File: config.mk
export PLATFORM = sky130hd
export DESIGN_NAME = pktpage_mgr
export DESIGN_NICKNAME = d
export VERILOG_FILES = /design/src/rtl/pktpage_pkg.sv /design/src/rtl/pp_shiftq.sv /design/src/rtl/pp_pagemap.sv /design/src/rtl/pp_intctl.sv /design/src/rtl/pktpage_mgr.sv
export SDC_FILE = /design/constraint.sdc
export NUM_CORES = 1
export LEC_CHECK = 0
export ABC_AREA = 1
export BUFFER_PORTS_ARGS = -buffer_cell sky130_fd_sc_hd__buf_2
export CORE_MARGIN = 5
export CORE_UTILIZATION = 40
export CTS_BUF_LIST = sky130_fd_sc_hd__clkbuf_4
export CTS_CLUSTER_SIZE = 30
export DETAILED_ROUTE_END_ITERATION = 7
export PLACE_DENSITY = 0.61
export SLEW_MARGIN = 15
export SYNTH_ARGS = -nofsm -noshare
export SYNTH_HDL_FRONTEND = slang
export SYNTH_SLANG_ARGS = --single-unit
File: constraint.sdc
create_clock -name clk -period 3.3 [get_ports clk]
set_clock_uncertainty 0.1 [all_clocks]
set_input_delay 0.33 -clock clk [delete_from_list [all_inputs] [get_ports clk]]
set_output_delay 0.33 -clock clk [all_outputs]
set_load 0.02 [all_outputs]
File: src/rtl/pktpage_pkg.sv
package pktpage_pkg;

  localparam logic [7:0] NONE_CODE = 8'h80;
  localparam logic [7:0] ACK_CLR_MASK = 8'hD6;

  localparam int ST_RCV   = 0;
  localparam int ST_TXD   = 1;
  localparam int ST_TXE   = 2;
  localparam int ST_ALLOC = 3;

  typedef enum logic [2:0] {
    OP_NOP     = 3'd0,
    OP_TXALLOC = 3'd1,
    OP_MMURST  = 3'd2,
    OP_RXPOP   = 3'd3,
    OP_RXFREE  = 3'd4,
    OP_FREE    = 3'd5,
    OP_TXPUSH  = 3'd6,
    OP_TXCLR   = 3'd7
  } mmu_op_e;

  function automatic logic [7:0] bit_of(input int pos);
    return 8'(1) << pos;
  endfunction

endpackage

File: src/rtl/pp_shiftq.sv
module pp_shiftq #(
  parameter int DEPTH = 4,
  parameter int W     = 2
) (
  input  logic         clk,
  input  logic         rst_n,
  input  logic         clr,
  input  logic         push,
  input  logic [W-1:0] din,
  input  logic         pop,
  output logic [W-1:0] head,
  output logic         empty,
  output logic         full,
  output logic         nxt_empty
);
  localparam int CW = $clog2(DEPTH + 1);

  logic [W-1:0]  slot_q [DEPTH];
  logic [W-1:0]  slot_d [DEPTH];
  logic [CW-1:0] cnt_q, cnt_d;

  always_comb begin
    for (int i = 0; i < DEPTH; i++) slot_d[i] = slot_q[i];
    cnt_d = cnt_q;
    if (clr) begin
      cnt_d = '0;
    end else begin
      if (pop && cnt_q != '0) begin
        for (int i = 0; i < DEPTH - 1; i++) slot_d[i] = slot_q[i + 1];
        cnt_d = cnt_q - CW'(1);
      end
      if (push && cnt_d < CW'(DEPTH)) begin
        for (int i = 0; i < DEPTH; i++)
          if (CW'(i) == cnt_d) slot_d[i] = din;
        cnt_d = cnt_d + CW'(1);
      end
    end
  end

  always_ff @(posedge clk) begin
    if (!rst_n) begin
      cnt_q <= '0;
      for (int i = 0; i < DEPTH; i++) slot_q[i] <= '0;
    end else begin
      cnt_q <= cnt_d;
      for (int i = 0; i < DEPTH; i++) slot_q[i] <= slot_d[i];
    end
  end

  assign head      = slot_q[0];
  assign empty     = (cnt_q == '0);
  assign full      = (cnt_q == CW'(DEPTH));
  assign nxt_empty = (cnt_d == '0);

  // a push onto a full queue leaves it full
  a_r7_push_full_ignored: assert property (@(posedge clk) disable iff (!rst_n)
    (full && push && !pop && !clr) |=> (full && head == $past(head)));

  // a pop of an empty queue leaves it empty
  a_r6_pop_empty_noop: assert property (@(posedge clk) disable iff (!rst_n)
    (empty && pop && !push) |=> empty);

endmodule

File: src/rtl/pp_pagemap.sv
module pp_pagemap #(
  parameter int PAGES = 4,
  parameter int IW    = 2
) (
  input  logic             clk,
  input  logic             rst_n,
  input  logic             clr,
  input  logic             rel_en,
  input  logic [IW-1:0]    rel_idx,
  input  logic             alloc_en,
  output logic [PAGES-1:0] used,
  output logic             full,
  output logic             alloc_ok,
  output logic [IW-1:0]    alloc_idx
);

  // {found, index} of the lowest clear bit
  function automatic logic [IW:0] lowest_free(input logic [PAGES-1:0] m);
    logic [IW:0] r;
    r = '0;
    for (int i = PAGES - 1; i >= 0; i--)
      if (!m[i]) r = {1'b1, IW'(i)};
    return r;
  endfunction

  logic [PAGES-1:0] used_q, after_rel, used_d;
  logic [IW:0]      pick;

  always_comb begin
    after_rel = used_q;
    if (rel_en) after_rel = used_q & ~(PAGES'(1) << rel_idx);
    pick      = lowest_free(after_rel);
    alloc_ok  = alloc_en & pick[IW];
    alloc_idx = pick[IW-1:0];
    used_d    = after_rel;
    if (alloc_ok) used_d = after_rel | (PAGES'(1) << alloc_idx);
    if (clr) used_d = '0;
  end

  always_ff @(posedge clk) begin
    if (!rst_n) used_q <= '0;
    else        used_q <= used_d;
  end

  assign used = used_q;
  assign full = &used_q;

  // a granted page is marked used on the next cycle
  a_r2_grant_marks_page: assert property (@(posedge clk) disable iff (!rst_n)
    (alloc_ok && !clr) |=> used_q[$past(alloc_idx)]);

  // a grant never goes to a page still in use after the release
  a_r2_grant_was_free: assert property (@(posedge clk) disable iff (!rst_n)
    alloc_ok |-> !used_q[alloc_idx] || (rel_en && rel_idx == alloc_idx));

endmodule

File: src/rtl/pp_intctl.sv
module pp_intctl (
  input  logic       clk,
  input  logic       rst_n,
  input  logic [7:0] set_bits,
  input  logic [7:0] clr_bits,
  input  logic       txq_empty_nxt,
  input  logic       done_busy_nxt,
  input  logic       mask_we,
  input  logic [7:0] mask_wdata,
  output logic [7:0] status,
  output logic [7:0] mask,
  output logic       irq
);
  import pktpage_pkg::*;

  logic [7:0] st_q, st_d, mk_q;

  always_comb begin
    st_d = (st_q & ~clr_bits) | set_bits;
    if (txq_empty_nxt) st_d = st_d | bit_of(ST_TXE);
    if (done_busy_nxt) st_d = st_d | bit_of(ST_TXD);
  end

  always_ff @(posedge clk) begin
    if (!rst_n) begin
      st_q <= bit_of(ST_TXE);
      mk_q <= '0;
    end else begin
      st_q <= st_d;
      if (mask_we) mk_q <= mask_wdata;
    end
  end

  assign status = st_q;
  assign mask   = mk_q;
  assign irq    = |(st_q & mk_q);

  // a zero mask keeps the line low whatever the status
  a_r12_masked_quiet: assert property (@(posedge clk) disable iff (!rst_n)
    (mask_we && mask_wdata == 8'h00) |=> !irq);

endmodule

File: src/rtl/pktpage_mgr.sv
module pktpage_mgr #(
  parameter int PAGES = 4,
  localparam int IW = (PAGES > 1) ? $clog2(PAGES) : 1
) (
  input  logic             clk,
  input  logic             rst_n,
  input  logic             cmd_wr,
  input  logic [2:0]       cmd_op,
  input  logic [IW-1:0]    cur_page,
  input  logic             ack_wr,
  input  logic [7:0]       ack_byte,
  input  logic             mask_wr,
  input  logic [7:0]       mask_byte,
  input  logic             tx_en,
  input  logic             auto_rel,
  input  logic             rx_req,
  output logic             rx_ack,
  output logic             rx_drop,
  output logic [IW-1:0]    rx_page,
  output logic             tx_valid,
  output logic [IW-1:0]    tx_page,
  input  logic             tx_sent,
  output logic [7:0]       alloc_code,
  output logic [7:0]       done_code,
  output logic [7:0]       rx_code,
  output logic [PAGES-1:0] page_used,
  output logic [7:0]       int_status,
  output logic [7:0]       int_mask,
  output logic             irq
);
  import pktpage_pkg::*;

  function automatic logic [7:0] head_code(input logic is_empty, input logic [IW-1:0] h);
    return is_empty ? NONE_CODE : 8'(h);
  endfunction

  mmu_op_e op;
  logic host_busy, ev_cmd, ev_ack, ev_tx, ev_rx, rx_room;
  logic op_rst, op_txalloc, op_rxpop_any, op_txclr;
  logic pending, rel_en, alloc_en, alloc_ok;
  logic [IW-1:0] rel_idx, alloc_idx;
  logic map_full;
  logic [7:0] alloc_q, alloc_d, set_bits, clr_bits;

  logic txq_head_empty, txq_full, txq_nxt_empty;
  logic dq_empty, dq_full, dq_nxt_empty;
  logic rq_empty, rq_full, rq_nxt_empty;
  logic [IW-1:0] txq_head, dq_head, rq_head;

  // one event per cycle: command, then acknowledge, then send, then receive
  assign op        = mmu_op_e'(cmd_op);
  assign host_busy = cmd_wr | ack_wr;
  assign ev_cmd    = cmd_wr;
  assign ev_ack    = ack_wr & ~cmd_wr;
  assign tx_valid  = tx_en & ~txq_head_empty & ~host_busy;
  assign ev_tx     = tx_valid & tx_sent;
  assign ev_rx     = rx_req & ~host_busy & ~ev_tx;
  assign rx_room   = ~map_full & ~rq_full;
  assign rx_ack    = ev_rx & rx_room;
  assign rx_drop   = ev_rx & ~rx_room;

  assign op_rst       = ev_cmd && op == OP_MMURST;
  assign op_txalloc   = ev_cmd && op == OP_TXALLOC;
  assign op_rxpop_any = ev_cmd && (op == OP_RXPOP || op == OP_RXFREE);
  assign op_txclr     = ev_cmd && op == OP_TXCLR;
  assign pending      = (alloc_q == NONE_CODE);

  always_comb begin
    rel_en  = 1'b0;
    rel_idx = cur_page;
    if (ev_cmd && op == OP_FREE) begin
      rel_en  = 1'b1;
      rel_idx = cur_page;
    end else if (ev_cmd && op == OP_RXFREE && !rq_empty) begin
      rel_en  = 1'b1;
      rel_idx = rq_head;
    end else if (ev_tx && auto_rel) begin
      rel_en  = 1'b1;
      rel_idx = txq_head;
    end
  end

  assign alloc_en = op_txalloc | (rel_en & pending) | rx_ack;

  pp_pagemap #(.PAGES(PAGES), .IW(IW)) i_map (
    .clk      (clk),
    .rst_n    (rst_n),
    .clr      (op_rst),
    .rel_en   (rel_en),
    .rel_idx  (rel_idx),
    .alloc_en (alloc_en),
    .used     (page_used),
    .full     (map_full),
    .alloc_ok (alloc_ok),
    .alloc_idx(alloc_idx)
  );

  assign rx_page = alloc_idx;

  always_comb begin
    alloc_d = alloc_q;
    if (op_rst)
      alloc_d = 8'h00;
    else if (op_txalloc)
      alloc_d = alloc_ok ? 8'(alloc_idx) : NONE_CODE;
    else if (rel_en && pending && alloc_ok)
      alloc_d = 8'(alloc_idx);
  end

  always_ff @(posedge clk) begin
    if (!rst_n) alloc_q <= 8'h00;
    else        alloc_q <= alloc_d;
  end

  assign alloc_code = alloc_q;

  pp_shiftq #(.DEPTH(PAGES), .W(IW)) i_txq (
    .clk      (clk),
    .rst_n    (rst_n),
    .clr      (op_rst | op_txclr),
    .push     (ev_cmd && op == OP_TXPUSH),
    .din      (cur_page),
    .pop      (ev_tx),
    .head     (txq_head),
    .empty    (txq_head_empty),
    .full     (txq_full),
    .nxt_empty(txq_nxt_empty)
  );

  pp_shiftq #(.DEPTH(PAGES), .W(IW)) i_doneq (
    .clk      (clk),
    .rst_n    (rst_n),
    .clr      (op_rst | op_txclr),
    .push     (ev_tx & ~auto_rel),
    .din      (txq_head),
    .pop      (ev_ack & ack_byte[ST_TXD]),
    .head     (dq_head),
    .empty    (dq_empty),
    .full     (dq_full),
    .nxt_empty(dq_nxt_empty)
  );

  pp_shiftq #(.DEPTH(PAGES), .W(IW)) i_rxq (
    .clk      (clk),
    .rst_n    (rst_n),
    .clr      (op_rst),
    .push     (rx_ack),
    .din      (alloc_idx),
    .pop      (op_rxpop_any),
    .head     (rq_head),
    .empty    (rq_empty),
    .full     (rq_full),
    .nxt_empty(rq_nxt_empty)
  );

  assign tx_page   = txq_head;
  assign done_code = head_code(dq_empty, dq_head);
  assign rx_code   = head_code(rq_empty, rq_head);

  always_comb begin
    set_bits = '0;
    clr_bits = '0;
    if (op_txalloc) clr_bits = clr_bits | bit_of(ST_ALLOC);
    if (alloc_ok && !rx_ack) set_bits = set_bits | bit_of(ST_ALLOC);
    if (rx_ack) set_bits = set_bits | bit_of(ST_RCV);
    if (op_rxpop_any) begin
      if (rq_nxt_empty) clr_bits = clr_bits | bit_of(ST_RCV);
      else              set_bits = set_bits | bit_of(ST_RCV);
    end
    if (ev_ack) clr_bits = clr_bits | (ack_byte & ACK_CLR_MASK);
  end

  pp_intctl i_int (
    .clk          (clk),
    .rst_n        (rst_n),
    .set_bits     (set_bits),
    .clr_bits     (clr_bits),
    .txq_empty_nxt(txq_nxt_empty),
    .done_busy_nxt(~dq_nxt_empty),
    .mask_we      (mask_wr),
    .mask_wdata   (mask_byte),
    .status       (int_status),
    .mask         (int_mask),
    .irq          (irq)
  );

  // transmit-empty flag present whenever the transmit queue is empty
  a_r10_txe_follows_queue: assert property (@(posedge clk) disable iff (!rst_n)
    txq_head_empty |-> int_status[ST_TXE]);

  // transmit-done flag present whenever the done queue holds a page
  a_r10_txd_follows_queue: assert property (@(posedge clk) disable iff (!rst_n)
    !dq_empty |-> int_status[ST_TXD]);

  // allocating with every page used leaves the request pending
  a_r3_pending_when_full: assert property (@(posedge clk) disable iff (!rst_n)
    (op_txalloc && map_full) |=> (alloc_code == NONE_CODE && !int_status[ST_ALLOC]));

  // allocator reset empties the map and the receive queue
  a_r4_reset_clears: assert property (@(posedge clk) disable iff (!rst_n)
    op_rst |=> (page_used == '0 && alloc_code == 8'h00 && rx_code == NONE_CODE));

  // a receive grant always names a page that was free
  a_r5_rx_page_free: assert property (@(posedge clk) disable iff (!rst_n)
    rx_ack |-> !page_used[rx_page]);

  // a host write cycle never answers the receive side
  a_r13_host_blocks_rx: assert property (@(posedge clk) disable iff (!rst_n)
    host_busy |-> !(rx_ack || rx_drop || tx_valid));

  // with sending disabled the queue head is held
  a_r8_hold_when_disabled: assert property (@(posedge clk) disable iff (!rst_n)
    (!tx_en && !cmd_wr) |=> $stable(tx_page));

endmodule

==> results of run 1 <==
kinds of logic (layout without fill, tap and decap cells):
logic type / after synthesis / after routing / synth area share
simple gates: 222 / 222 / 0.306
buf+inv: 93 / 137 / 0.124
compound gates: 88 / 88 / 0.143
flops: 55 / 55 / 0.319
fa+ha+maj: 21 / 21 / 0.0761
xor+xnor: 6 / 6 / 0.0228
mux: 3 / 3 / 0.00905
other cells: 1 / 16 / 0.00109
per-layer routing:
layer | GRT usage | up-vias
li1 | - | 1653
met1 | 0.190 | 1455
met2 | 0.274 | 46
met3 | 0.0325 | 11
met4 | 0.0418 | 2
met5 | 0 | -
worst max-delay path: stages (launching register included):
cell	delay (ps)
dfxtp_1	380
inv_1	60
ha_1	190
inv_1	60
nor2_2	40
nor2_4	230
nand2_1	220
xor2_1	320
inv_1	130
ha_1	200
ha_1	270
o31ai_1	260
nand2_1	110
nand3_1	110
nand2_1	50
through the flow:
stage | hold slack, ps | area, sq um | setup slack [ps] | util
2_1_floorplan | 325 | 3510 | 604 | -
3_3_place_gp | 342 | 3800 | 553 | 0.444
3_5_place_dp | 349 | 3800 | 472 | 0.444
4_1_cts | 63.5 | 3870 | 446 | 0.453
5_1_grt | 45.5 | 3870 | 200 | 0.453
6_report | 80.2 | 3870 | 484 | 0.453
final timing paths:
kind                              startpoint                              end  slack [ps]  cells past startpoint
max reg2reg        i_txq.cnt_q[0]$_SDFF_PN0_       i_int.status[2]$_SDFF_PP1_         480                     14
max                i_txq.cnt_q[0]$_SDFF_PN0_       i_int.status[2]$_SDFF_PP1_         480                     14
min                             mask_byte[7]       i_int.mask[7]$_SDFFE_PN0P_          80                      3
min reg2reg  i_txq.slot_q[0][6]$_SDFFE_PN0P_  i_txq.slot_q[0][6]$_SDFFE_PN0P_         360                      2
layout make-up:
| cell class | instances | area, sq um | share of cell area |
|---|---|---|---|
| Multi-Input combinational cell | 356 | 1980 | 0.512 |
| Sequential cell | 55 | 1100 | 0.284 |
| Timing Repair Buffer | 65 | 333 | 0.0860 |
| Inverter | 65 | 245 | 0.0633 |
| Tap cell | 108 | 135 | 0.0349 |
| Clock buffer | 6 | 45.0 | 0.0116 |
| Clock inverter | 1 | 30.0 | 0.00776 |
registers in the layout, indices dropped and copies added, names as in the netlist:
signal / count
alloc_code: 3
i_doneq.cnt_q: 3
i_doneq.slot_q: 8
i_int.mask: 8
i_int.status: 7
i_map.used: 4
i_rxq.cnt_q: 3
i_rxq.slot_q: 8
i_txq.cnt_q: 3
i_txq.slot_q: 8
synthesized netlist by cell type (3+ instances only):
cell,n,area share
nor2_1,44,0.048
a21oi_2,3,0.0076
a21oi_1,32,0.046
dfxtp_1,55,0.32
ha_1,21,0.076
o31ai_1,4,0.0087
nand3_2,3,0.0087
a311oi_1,3,0.0076
nand2_4,4,0.013
o21ai_0,39,0.057
nand4_1,5,0.0091
clkbuf_1,6,0.0065
inv_1,58,0.063
nand2_1,106,0.12
nand2_2,11,0.020
xor2_1,4,0.010
nand3_1,33,0.048
buf_4,20,0.043
nor2_2,8,0.014
inv_2,6,0.0065
nor2_4,4,0.013
report_power, final:
| part | internal (mW) | leakage, nW | switching [mW] |
|---|---|---|---|
| Combinational | 0.0725 | 1.38 | 0.166 |
| Clock | 0.165 | 0.0417 | 0.210 |
| Sequential | 0.683 | 0.446 | 0.0122 |
==> results.md, run 1 <==
- Status: finished, final reports clean
- Maximum vdd drop: between 0.1 and 0.15 mV
- Final wirelength: 8.02 mm
- Hold Fails Final Rpt: 0
- Crit Path Category: flip-flop to flip-flop
- Max Fclk: 355 MHz
- Mean Syn Cell Area: just over 7 sq um
- N_diodes: 0
- Core box area: 0.00855 sq mm
- Syn Inst Count: 489
- Total grt overflow: 0
- Largest net degree at the start of global routing: 31
- Vias in the first global route: 2,947
- EDFF count, synth: 0
- First-pass detailed-route iteration total: 4
- Final setup TNS: 0 ps
- Pwr Density: 338 mW/mm^2
- Die Height: 103 um
- Commonest non-fill, non-tap cell in the layout: nand2_1
- Synth Warn #: 0
- Mapped Area: 0.00345 sq mm
- Unrepaired setup endpoints after global routing: no
- Gpl congestion: 0.872
- Post-synthesis sequential area ratio: 0.319
- Max Used Layer: met5
- Avg Vias per Cell: 4.83
- Initial Utilization: 0.404
- Synth unique cells: 38
- Initial antenna violation count: 1
- Leak: 1.87 nW
- Worst EP arrival: 2990 ps
- Setup Viol. Count Final: 0
- Max Cap Viol: 0
- Vias: between 3,000 and 4,000
- First-pass GRT wire length: 13.3 mm
- Mean routed wirelength per cell: ~12 um
- Die Width: 103 um
- Post-Layout Cell Count: 656
- Max-slew violations: 0
- CTS Buf Count: 5
- # IOs: 82
- Core Rows: 34
- DR iter-0 viols: approximately 110
- Port bufs: 62
- Reg clk slew, reported paths: 160 ps
- Fillers: approximately 900
- Met3 WL: approximately 340 um
- CP max FO: 8
- Met1 wire length: between 3 and 4 mm
- Post-layout power: 1.31 mW
- Final cycle utilization of the critical path: 0.853
- Ys async rst share: 0
- Top_reg_cell synth: dfxtp_1
- Min-delay worst type: input pin to flip-flop
- CTS tree: done
- Final nets: 599
- Critical path launch point type: flip-flop
- Setup crit end kind: flip-flop
- Clock tree buffer depth: 2
- #FFs+latches synth: 55
- Post-CTS Resized: 0
- H-tree depth: 2
- Skew-Pair Late Insertion Delay: ~370 ps
- Final antenna-violating net count: 0
- Post-DP HPWL: approximately 6.4 mm
- # DRC: 0
- Post-CTS setup buffer count: 0
- Synthesis-to-finish area growth: 12.1%
- DIE AREA: 0.0106 sq mm
- Metal2 WL: around 4 mm
- CTS Sinks: 55
- Root buffer cell: clkbuf_4
- Layout cells sized above 1: 0.219
- Most frequent cells in the layout: nand2_1 (106), buf_2 (62), inv_1 (58)
- Critical path data required time: 3480 ps
- # placed instances: 649
- CTS Hold Bufs: 0
- Total track usage: 0.155
- Period minus WS final: 2820 ps
Power figures use the tool's default switching activity.
==> run 2: changes to the inputs <==
--- a/config.mk
+++ b/config.mk
@@ -13,6 +13,7 @@
 export CTS_CLUSTER_SIZE = 30
 export DETAILED_ROUTE_END_ITERATION = 7
 export PLACE_DENSITY = 0.61
+export RECOVER_POWER = 50
 export SLEW_MARGIN = 15
 export SYNTH_ARGS = -nofsm -noshare
 export SYNTH_HDL_FRONTEND = slang
==> results.md, run 2 (synthesis gave the netlist of run 1 again) <==
- Status: finished, final reports clean
- # DRC: 0
- Area of the multi-input gates: just under 0.002 sq mm
- N_diodes: 0
- # IOs: 82
- Fillers: 917
- Die Height: 103 um
- Commonest non-fill, non-tap cell in the layout: nand2_1
- Post-Layout Cell Count: 656
- Maximum vdd drop: between 0.1 and 0.15 mV
- Period minus WS final: 2820 ps
- Pwr Density: 341 mW/mm^2
- Layout cells sized above 1: 0.157
- Vias in the first global route: 2,947
- Post-DP HPWL: 6.36 mm
- Unrepaired setup endpoints after global routing: no
- Min-delay worst type: input pin to flip-flop
- CTS Buf Count: 5
- PnR worst setup slack: 479 ps
- Avg Vias per Cell: 4.84
- Most frequent cells in the layout: nand2_1 (106), inv_1 (58), dfxtp_1 (55)
- CTS Sinks: 55
- Final antenna-violating net count: 0
- Initial Utilization: 0.404
- Critical path data required time: 3480 ps
- CP max FO: 8
- Critical path launch point type: flip-flop
- Reg clk slew, reported paths: approximately 160 ps
- Max Cap Viol: 0
- Port bufs: 62
- Total grt overflow: 0
- Post-CTS Resized: 0
- Core Rows: 34
- Vias: 3,175
- Root buffer cell: clkbuf_4
- Die Width: 103 um
- Final cycle utilization of the critical path: 0.855
- Max Fclk: 354 MHz
- Pin slew with the least headroom to its limit: 635 ps
- Crit Path Category: flip-flop to flip-flop
- Pre-CTS WS: 472 ps
- Max-slew violations: 0
- Synthesis-to-finish area growth: 10.7%
- CTS tree: done
- Core box area: 0.00855 sq mm
- Total track usage: 0.155
- H-tree depth: 2
- Final core utilization: 0.447
- Worst EP arrival: 3000 ps
- DR iter-0 viols: 106
- First-pass detailed-route iteration total: 4
- First-pass GRT wire length: about 13 mm
- CTS Hold Bufs: 0
- Final nets: 599
- Gpl congestion: 0.872
- Leak: 1.74 nW
- Final setup TNS: 0 ps
- Mean routed wirelength per cell: 12.2 um
- Worst hold slack: 79.6 ps
- Largest net degree at the start of global routing: 31
- Skew-Pair Late Insertion Delay: ~380 ps
- Setup crit end kind: flip-flop
- Post-CTS setup buffer count: 0
- # placed instances: approximately 650
- Final wirelength: 8.02 mm
- Worst relative slew slack: 0.575
- Hold Fails Final Rpt: 0
- DIE AREA: roughly 0.011 sq mm
- Clock tree buffer depth: 2
- Initial antenna violation count: 0
- Setup Viol. Count Final: 0
- Sequential standard cell area: 0.00110 sq mm
-- run 2: changes by cell type in the layout (fill, tap and decap cells not counted), sizes merged --
cell | previous run | this run
buf | 65 | 32
clkbuf | 6 | 39
-- run 2: routing by layer --
metal,wire (um),track usage
met2,3910,0.274
met1,3550,0.190
met4,140,0.0418
met3,422,0.0325
met5,0,0
-- run 2: area by class of cell --
type | instances | area share
well taps | 108 | 0.0353
clock buffers | 6 | 0.0118
clock inverters | 1 | 0.00785
multi-input cells | 356 | 0.518
inverters | 65 | 0.0641
repair buffers | 65 | 0.0756
flip-flops and latches | 55 | 0.288
-- run 2: power by group --
group	internal, mW	switching [mW]	total, mW
logic	0.0675	0.165	0.233
registers	0.683	0.0123	0.695
clock network	0.165	0.210	0.375
total	0.915	0.387	1.30
-- run 2: final timing paths --
kind                                         from                         endpoint  slack, ps  cells past startpoint
setup reg to reg        i_txq.cnt_q[0]$_SDFF_PN0_       i_int.status[2]$_SDFF_PP1_        480                     14
hold reg to reg   i_txq.slot_q[0][6]$_SDFFE_PN0P_  i_txq.slot_q[0][6]$_SDFFE_PN0P_        360                      2
hold / removal                       mask_byte[7]       i_int.mask[7]$_SDFFE_PN0P_         80                      3
setup / recovery        i_txq.cnt_q[0]$_SDFF_PN0_       i_int.status[2]$_SDFF_PP1_        480                     14
-- run 2: critical path, cell delays in order (launching register included) --
cell     delay, ps
dfxtp_1        380
inv_1           60
ha_1           190
inv_1           60
nor2_2          40
nor2_4         230
nand2_1        220
xor2_1         320
inv_1          130
ha_1           200
ha_1           270
o31ai_1        260
nand2_1        110
nand3_1        110
nand2_1         50
-- run 2: through the flow --
step / instance area [sq um] / total power, mW
global route: 3820 / 1.37
finish: 3820 / 1.30
floorplan: 3510 / 0.892
CTS: 3870 / 1.32
global placement: 3800 / 0.944
detailed placement: 3800 / 0.949
